===== config.mk =====
export PLATFORM = sky130hd
export DESIGN_NAME = adaptive_dir_predictor
export DESIGN_NICKNAME = d
export VERILOG_FILES = /design/src/rtl/dirpred_pkg.sv /design/src/rtl/dirpred_table_match.sv /design/src/rtl/dirpred_sat_ctr.sv /design/src/rtl/adaptive_dir_predictor.sv
export SDC_FILE = /design/constraint.sdc
export NUM_CORES = 1
export LEC_CHECK = 0
export ABC_AREA = 0
export CORE_UTILIZATION = 50
export CTS_CLUSTER_SIZE = 14
export DETAILED_ROUTE_END_ITERATION = 12
export HOLD_SLACK_MARGIN = 0.06
export PLACE_DENSITY = 0.68
export SYNTH_ARGS = -nofsm -noshare
export SYNTH_HDL_FRONTEND = slang
export SYNTH_HIERARCHICAL = 1
export SYNTH_SLANG_ARGS = --single-unit

===== constraint.sdc =====
create_clock -name clk -period 4.15 [get_ports clk]
set_input_delay 0.83 -clock clk [delete_from_list [all_inputs] [get_ports clk]]
set_output_delay 0.83 -clock clk [all_outputs]
set_load 0.005 [all_outputs]

===== src/rtl/dirpred_pkg.sv =====
package dirpred_pkg;
    typedef logic [1:0] ctr_t;
    localparam ctr_t CTR_INIT = 2'b01;
    localparam ctr_t CTR_MAX  = 2'b11;
    localparam ctr_t CTR_MIN  = 2'b00;
endpackage


===== src/rtl/dirpred_table_match.sv =====
module dirpred_table_match #(
    parameter int ENTRIES = 4,
    parameter int ADDR_W  = 16,
    localparam int IW     = (ENTRIES > 1) ? $clog2(ENTRIES) : 1
) (
    input  logic [ENTRIES-1:0]             valid,
    input  logic [ENTRIES-1:0][ADDR_W-1:0] tags,
    input  logic [ADDR_W-1:0]              addr,
    output logic [IW-1:0]                  idx,
    output logic                           present
);
    generate
        if (ENTRIES == 1) begin : g_global
            logic unused_bits;
            assign unused_bits = ^{valid, tags, addr};
            assign idx         = '0;
            assign present     = 1'b1;
        end else begin : g_per_addr
            assign idx     = addr[IW-1:0];
            assign present = valid[idx] && (tags[idx] == addr);
        end
    endgenerate
endmodule


===== src/rtl/dirpred_sat_ctr.sv =====
module dirpred_sat_ctr
    import dirpred_pkg::*;
(
    input  ctr_t cur,
    input  logic up,
    output ctr_t nxt
);
    always_comb begin
        nxt = cur;
        if (up) begin
            if (cur != CTR_MAX) nxt = cur + 2'd1;
        end else begin
            if (cur != CTR_MIN) nxt = cur - 2'd1;
        end
    end
endmodule


===== src/rtl/adaptive_dir_predictor.sv =====
module adaptive_dir_predictor
    import dirpred_pkg::*;
#(
    parameter int ADDR_W     = 16,
    parameter int HIST_W     = 3,
    parameter int HT_ENTRIES = 4,
    parameter int PT_ENTRIES = 2
) (
    input  logic              clk,
    input  logic              rst_n,
    input  logic              probe_valid,
    input  logic [ADDR_W-1:0] probe_addr,
    output logic              probe_rsp_valid,
    output logic              probe_hit,
    output logic              probe_taken,
    input  logic              upd_valid,
    input  logic [ADDR_W-1:0] upd_addr,
    input  logic              upd_taken
);
    localparam int CTRS  = 1 << HIST_W;
    localparam int HT_IW = (HT_ENTRIES > 1) ? $clog2(HT_ENTRIES) : 1;
    localparam int PT_IW = (PT_ENTRIES > 1) ? $clog2(PT_ENTRIES) : 1;

    typedef struct packed {
        logic [HT_ENTRIES-1:0]             ht_valid;
        logic [HT_ENTRIES-1:0][ADDR_W-1:0] ht_tag;
        logic [HT_ENTRIES-1:0][HIST_W-1:0] ht_hist;
        logic [PT_ENTRIES-1:0]             pt_valid;
        logic [PT_ENTRIES-1:0][ADDR_W-1:0] pt_tag;
        logic [PT_ENTRIES-1:0][CTRS-1:0][1:0] pt_ctr;
        logic                              rsp_valid;
        logic                              rsp_hit;
        logic                              rsp_taken;
    } state_t;

    state_t state_q, state_d, state_rst;

    // lookups for the probe path and the update path
    logic [HT_IW-1:0]  p_hi, u_hi;
    logic [PT_IW-1:0]  p_pi, u_pi;
    logic              p_hpres, p_ppres, u_hpres, u_ppres;
    logic [HIST_W-1:0] p_hist, u_hist;
    ctr_t              p_ctr, u_ctr, u_ctr_nxt;

    dirpred_table_match #(.ENTRIES(HT_ENTRIES), .ADDR_W(ADDR_W)) probe_ht_i (
        .valid(state_q.ht_valid), .tags(state_q.ht_tag), .addr(probe_addr),
        .idx(p_hi), .present(p_hpres));
    dirpred_table_match #(.ENTRIES(PT_ENTRIES), .ADDR_W(ADDR_W)) probe_pt_i (
        .valid(state_q.pt_valid), .tags(state_q.pt_tag), .addr(probe_addr),
        .idx(p_pi), .present(p_ppres));
    dirpred_table_match #(.ENTRIES(HT_ENTRIES), .ADDR_W(ADDR_W)) upd_ht_i (
        .valid(state_q.ht_valid), .tags(state_q.ht_tag), .addr(upd_addr),
        .idx(u_hi), .present(u_hpres));
    dirpred_table_match #(.ENTRIES(PT_ENTRIES), .ADDR_W(ADDR_W)) upd_pt_i (
        .valid(state_q.pt_valid), .tags(state_q.pt_tag), .addr(upd_addr),
        .idx(u_pi), .present(u_ppres));

    assign p_hist = state_q.ht_hist[p_hi];
    assign p_ctr  = state_q.pt_ctr[p_pi][p_hist];
    assign u_hist = state_q.ht_hist[u_hi];
    assign u_ctr  = state_q.pt_ctr[u_pi][u_hist];

    dirpred_sat_ctr train_i (.cur(u_ctr), .up(upd_taken), .nxt(u_ctr_nxt));

    always_comb begin
        state_rst = '0;
        for (int e = 0; e < PT_ENTRIES; e++) begin
            for (int c = 0; c < CTRS; c++) state_rst.pt_ctr[e][c] = CTR_INIT;
        end
    end

    always_comb begin
        state_d           = state_q;
        state_d.rsp_valid = probe_valid;
        state_d.rsp_hit   = probe_valid && p_hpres && p_ppres;
        state_d.rsp_taken = probe_valid && p_hpres && p_ppres && p_ctr[1];

        if (upd_valid) begin
            if (u_hpres && u_ppres) begin
                // train with the old history, then shift the outcome in
                state_d.pt_ctr[u_pi][u_hist] = u_ctr_nxt;
                state_d.ht_hist[u_hi]        = HIST_W'({u_hist, upd_taken});
            end else begin
                if (!u_hpres) begin
                    state_d.ht_valid[u_hi] = 1'b1;
                    state_d.ht_tag[u_hi]   = upd_addr;
                    state_d.ht_hist[u_hi]  = '0;
                end
                if (!u_ppres) begin
                    state_d.pt_valid[u_pi] = 1'b1;
                    state_d.pt_tag[u_pi]   = upd_addr;
                    for (int c = 0; c < CTRS; c++) state_d.pt_ctr[u_pi][c] = CTR_INIT;
                end
            end
        end
    end

    always_ff @(posedge clk) begin
        if (!rst_n) state_q <= state_rst;
        else        state_q <= state_d;
    end

    assign probe_rsp_valid = state_q.rsp_valid;
    assign probe_hit       = state_q.rsp_hit;
    assign probe_taken     = state_q.rsp_taken;
endmodule


Yosys cells after proc, flatten, opt, wreduce, memory -nomap -nowiden
Index checks and enable logic that the tools add are counted.
{ "classes": {"n_reduce_logical": 16, "n_bitwise": 31, "n_eq_ne": 7, "magnitude_cmp": 9, "addsub": 2, "n_mux": 69} }
{ "ops": {"columns": ["operator", "n"], "rows": [
  ["two-way mux 16 bit", 14],
  ["demux 16 bit (select 1 bit)", 10],
  ["bitwise AND 16 bit", 8],
  ["NOT 16 bit", 8],
  ["bitwise OR 16 bit", 8],
  ["binary-select mux 16 bit (select 2 bit)", 2],
  ["bitwise mux 32 bit", 2],
  ["bitwise mux 64 bit", 1],
  ["== test 16 bit", 4],
  ["two-way mux 32 bit", 2],
  ["two-way mux 12 bit", 3],
  ["demux 16 bit (select 2 bit)", 1],
  ["two-way mux 14 bit", 1],
  ["two-way mux 2 bit", 7],
  ["bitwise AND 12 bit", 1],
  ["binary-select mux 2 bit (select 3 bit)", 2],
  ["binary-select mux 3 bit (select 2 bit)", 2],
  ["bitwise mux 12 bit", 1],
  ["NOT 12 bit", 1],
  ["logical AND 1 bit", 11],
  ["two-way mux 10 bit", 1],
  ["two-way mux 3 bit", 3],
  ["less-than comparator 3 x 4 -> 1 bit (second input constant)", 2],
  ["two-way mux 1 bit", 8],
  ["23 further kinds", 31]
]} }
{ "word_totals": {"inputBits": 37, "output_inout_bits": 3, "reg_bits": 149, "word_cells": 165} }

Logic depth before layout (Yosys ltp)
{ "depth": {"depth_word": 15, "mapped_depth": 16, "depth_no_buf": 11} }

By module
The synthesis kept the hierarchy.
{ "modules_own_cells": {"columns": ["mod", "seq_area_each_um2", "n_inst", "area_each_um2", "cells_per_inst"], "rows": [
  ["adaptive_dir_predictor", 2982.9, 1, 6475.0, 760],
  ["dirpred_table_match (probe_ht_i ...)", 0.0, 2, 603.1, 47],
  ["dirpred_table_match (probe_pt_i ...)", 0.0, 2, 357.8, 40],
  ["dirpred_sat_ctr", 0.0, 1, 26.3, 3]
]} }

Worst setup path before layout
No wires, ideal clock.
{ "synth_path": {"path_type": "in2reg", "start": "input upd_addr[0]", "end": "register state_q[28] in the netlist's numbering", "t_required_ps": 4080, "slack_ps": 595, "t_arrival_ps": 3486, "n_path_buf": 3, "path_stages": 13, "setup_ps": 70, "cell_sequence": "buf_4 buf_6 mux4_2 clkbuf_1 nor3b_1 a31oi_1 or3b_1 nand4_1 maj3_2 and4_1 nand3_1 or3_1 a21oi_1"} }
{ "synth_via": {"elab_cells_between_ends": 66, "cone_classes": "2 x add/sub; 4 x order compare; 4 x eq/ne; 33 x mux; 16 x bitwise; 7 x reduce/logical"} }
{ "synth_rtl": {"columns": ["element", "line", "rtl"], "rows": [
  ["start: declaration", "adaptive_dir_predictor.sv:17", "input logic [ADDR_W-1:0] upd_addr,"],
  ["binary-select mux 3 bit (select 2 bit) or two-way mux 16 bit (tied branches)", "adaptive_dir_predictor.sv:60, adaptive_dir_predictor.sv:61", null],
  ["two-way mux 3 bit (implied by the code) or two-way mux 16 bit (tied branches)", "adaptive_dir_predictor.sv:60, adaptive_dir_predictor.sv:61", null],
  ["binary-select mux 2 bit (select 3 bit) *", "adaptive_dir_predictor.sv:61", "assign u_ctr = state_q.pt_ctr[u_pi][u_hist];"],
  ["two-way mux 2 bit (implied by the code) *", "adaptive_dir_predictor.sv:61", null],
  ["net u_ctr[0]", "adaptive_dir_predictor.sv:43", "ctr_t p_ctr, u_ctr, u_ctr_nxt;"],
  ["subtractor 2 x 1 -> 2 bit, or another cell as far along", "dirpred_sat_ctr.sv:13", "if (cur != CTR_MIN) nxt = cur - 2'd1;"],
  ["two-way mux 2 bit, on equally long branches", "dirpred_sat_ctr.sv:13, dirpred_sat_ctr.sv:11", null],
  ["two-way mux 2 bit *", "dirpred_sat_ctr.sv:10", "if (up) begin"],
  ["net u_ctr_nxt[1]", "adaptive_dir_predictor.sv:43", null],
  ["bitwise mux 32 bit *", "adaptive_dir_predictor.sv:81", "state_d.pt_ctr[u_pi][u_hist] = u_ctr_nxt;"],
  ["two-way mux 32 bit *", "adaptive_dir_predictor.sv:79", "if (u_hpres && u_ppres) begin"],
  ["end signal: assignment", "adaptive_dir_predictor.sv:99", "if (!rst_n) state_q <= state_rst;"],
  ["end signal: assignment", "adaptive_dir_predictor.sv:100", "else state_q <= state_d;"],
  ["end: declaration", "adaptive_dir_predictor.sv:36", "state_t state_q, state_d, state_rst;"]
]} }
The timed path passes the listed nets; every way through them passes the cells marked *. The select of a mux whose other input is x is not followed.
A chain may end at the register's enable or synchronous reset.

Worst setup path after layout
{ "layout_path": {"start": "input upd_addr[1]", "end": "register state_q[11] in the netlist's numbering"} }
{ "layout_via": {"elab_cells_between_ends": 31, "cone_classes": "2 x add/sub; 2 x order compare; 4 x eq/ne; 17 x mux; 6 x reduce/logical"} }
{ "layout_rtl": {"columns": ["element", "line", "rtl"], "rows": [
  ["binary-select mux 16 bit (select 2 bit)", "dirpred_table_match.sv:20", "assign present = valid[idx] && (tags[idx] == addr);"],
  ["two-way mux 16 bit (implied by the code)", "dirpred_table_match.sv:20", null],
  ["== test 16 bit", "dirpred_table_match.sv:20", null],
  ["logical AND 1 bit *", "dirpred_table_match.sv:20", null],
  ["net u_hpres", "adaptive_dir_predictor.sv:41", "logic p_hpres, p_ppres, u_hpres, u_ppres;"],
  ["logical AND 1 bit *", "adaptive_dir_predictor.sv:79", null],
  ["inequality test 2 x 1 -> 1 bit (no line)", null, null],
  ["AND reduction 2 bit (no line)", null, null]
]} }
Marked as above.

==> out/qor.csv <==
stage,metric,value,unit
timing,post-route-period-util,0.8973,
finish,final_cell_mix,"nand2_1 (222), dfxtp_1 (149), a21boi_0 (100)",
power,p_per_area,345.7,nW/um2
timing,maxSlewViolCount,0,
setup_path,regToRegStartpoint,state_q[76],
cts,cts_buffers,17,
floorplan,start_util,0.5097,
cts,ctsHoldBuffers,0,
setup_path,crit_type,input pin to flop,
timing,fin_tns_setup,0,ns
timing,finalSetupViolations,0,
setup_path,endpoint,state_q[11],
synthesis,synth.distinct_cells,58,
timing,timing.final.ws_setup,0.4262,ns
synthesis,yosysWarnings,6,
floorplan,ios,40,
cts,clk_pin_slew,0.06,ns
power,leakagePower,3.400,nW
setup_path,rr_worst_depth,12,
timing,fmax,268.5,MHz
global_routing,grt_first_pass_wirelength,36.85,mm
cts,clock_sinks,149,
detailed_routing,dr.pass1.iters,7,
setup_path,crit_fanout,11,
job,max-cap-violations,0,
power,switching_share,0.2569,
power,p_switching,0.0008635,W
setup_path,required,4.44,ns
setup_path,regToRegSetupSlack,1.07,ns
place,gp_congestion,0.8819,
synthesis,synth_seq_cells,149,
timing,finalHoldViolCount,0,
synthesis,ys.flop_type,dfxtp_1,
timing,max-slew-margin-rel,0.4956,
synthesis,synth.avg_cell_area,8.989,um2
global_routing,grt_max_degree,84,
floorplan,fp.dieW,131.8,um
detailed_routing,vias,7100,
timing,fin_crit,3.724,ns
place,port_buffers,39,
global_routing,track_usage,0.2722,
outcome,status,finished clean,
finish,fillCellCount,1419,
cts,clockRootBuffer,clkbuf_16,
finish,nets,1008,
detailed_routing,wl,23.12,mm
detailed_routing,wl_per_cell,19.20,um
setup_path,start_kind,input pin,
synthesis,synthCells,937,
power,clockPowerShare,0.438,
cts,ctsResizeCount,0,
synthesis,synthesis.area,8423,um2
finish,final_common_cell,nand2_1,
synthesis,synth_edf_count,0,
floorplan,row_count,47,
cts,htreeDepth,4,
detailed_routing,initialDrtViolationCount,708,
finish,utilization,0.5886,
place,pre_cts_ws,0.06163,ns
setup_path,cp-end-kind,flop,
detailed_routing,viasPerCell,5.897,
floorplan,die-area,17370,um2
timing,worst_pin_slew,0.7567,ns
cts,cts_tree,built,
cts,post_cts_buffers,0,
cts,cts_buffer_depth,2,
timing,rsz0062_at_grt,false,
finish,antenna_cells,0,
synthesis,synth-async-reset-ratio,0,
floorplan,die_h,131.8,um
global_routing,grt_pass1_vias,6765,
detailed_routing,drc,0,
power,combPwrFrac,0.117,
setup_path,r2r_end,state_q[5],
floorplan,core_area,16520,um2
cts,insertion_delay,0.42,ns
synthesis,yosysSeqAreaShare,0.3541,
power,sequentialPowerShare,0.445,
worst_hold_path,hold_path.class,flop to flop,
global_routing,grt-ovfl-total,0,
detailed_routing,ant_nets,0,
finish,drive_gt1_frac,0.1321,
timing,clock-skew-final,0.008195,ns
synthesis,syn-num-nets,974,
setup_path,cp_data_arrival_time,4.01,ns
global_routing,antenna_found_initial,0,
power,irDropWorstVdd,0.0003848,V
setup_path,worstSetupStartpoint,upd_addr[1],
timing,whs,0.4727,ns
finish,syn_to_final_growth,15.46,%
power,internal_power,0.002498,W
place,dp_hpwl,15.76,mm
through the flow:
step | power [W] | instances | instance area [um2]
CTS | 0.003370 | 1204 | 9726
global route | 0.003483 | 1204 | 9726
detailed placement | 0.001915 | 1172 | 9163
global placement | 0.001911 | 1172 | 9163
finish | 0.003362 | 1204 | 9726
floorplan | 0.001765 | 937 | 8423
logic make-up after synthesis:
logic type | Yosys count | share of synthesized area
DFF | 149 | 0.3541
buffers and inverters | 86 | 0.04872
AOI/OAI and AO/OA | 211 | 0.1751
xor gates and xnor gates | 58 | 0.06031
muxes | 80 | 0.1585
and+or+nand+nor | 351 | 0.2005
adders and majority gates | 2 | 0.002674
worst max-delay path, cell delays in order:
cell and delay [ns]:
clkdlybuf4s50_1 0.50, buf_4 0.22, mux4_2 0.32, xor2_1 0.17, nor4_2 0.36, nand4_1 0.20, nor3_2 0.35, nand3b_1 0.17
or4b_1 0.55, o32ai_1 0.25, nand2_1 0.08
worst min path at each step:
stage	slack, ns	endpoint	from	cells past startpoint
after CTS	0.48	state_q[125]	state_q[125]	2
after global routing	0.49	state_q[125]	state_q[125]	2
after floorplan	0.44	state_q[26]	state_q[26]	2
after global placement	0.46	state_q[83]	state_q[83]	2
after detailed placement	0.47	state_q[11]	state_q[11]	2
final	0.47	state_q[106]	state_q[106]	2
synthesized netlist by cell type, drive strengths merged, types with 2 or more instances:
master / count / area [um2]
mux2i: 40 / 400.4
nand4bb: 2 / 22.52
maj3: 2 / 22.52
or2: 3 / 18.77
nand3: 16 / 80.08
buf: 30 / 200.2
nor4: 5 / 56.31
nor3: 5 / 35.03
dfxtp: 149 / 2983
a21boi: 100 / 750.7
a22oi: 10 / 75.07
xor2: 36 / 315.3
o32ai: 3 / 26.28
or4b: 3 / 37.54
o21ai: 34 / 170.2
a21oi: 13 / 65.06
nand4: 15 / 93.84
o21a: 6 / 45.04
and2: 8 / 50.05
a311oi: 2 / 17.52
o2111ai: 2 / 17.52
nand2: 222 / 833.3
or3b: 2 / 17.52
o211ai: 10 / 75.07
a31oi: 11 / 68.82
o22ai: 7 / 43.79
nand3b: 4 / 30.03
and3b: 3 / 26.28
nor3b: 10 / 80.07
and3: 7 / 43.79
nor2b: 20 / 125.1
inv: 9 / 33.78
xnor2: 22 / 192.7
a221o: 3 / 30.03
o32a: 3 / 30.03
nor2: 15 / 56.30
or4: 3 / 26.27
a32oi: 4 / 35.03
clkbuf: 47 / 176.4
mux4: 39 / 923.4
nand2b: 5 / 31.28
power by group through the flow:
stage	combinational [W]	clock (W)	sequential (W)
after detailed placement	0.000388	0	0.00153
after global routing	0.000423	0.00156	0.00150
final	0.000394	0.00147	0.00150
after CTS	0.000390	0.00148	0.00150
after global placement	0.000385	0	0.00153
after floorplan	0.000246	0	0.00152
state kept, by name, summed over array words and instances (netlist names):
register         count
probe_rsp_valid      1
probe_taken          1
state_q            146
probe_hit            1
per-layer routing:
| layer | track usage | vias to the layer above | wire length, um |
|---|---|---|---|
| li1 | - | 3401 | - |
| met1 | 0.3885 | 3435 | 10860 |
| met2 | 0.4109 | 226 | 10400 |
| met3 | 0.05729 | 38 | 1406 |
| met4 | 0.08721 | 0 | 456 |
| met5 | 0 | - | 0 |
cell type report:
type / instances / area (um2) / share of cell area
flip-flops and latches: 149 / 2983 / 0.3067
clock buffers: 20 / 456.7 / 0.04696
multi-input cells: 702 / 5030 / 0.5172
well taps: 220 / 275.3 / 0.02830
inverters: 9 / 33.78 / 0.003474
clock inverters: 12 / 106.4 / 0.01094
repair buffers: 92 / 840.8 / 0.08645
Note: power is estimated with default switching activity, not from simulation.
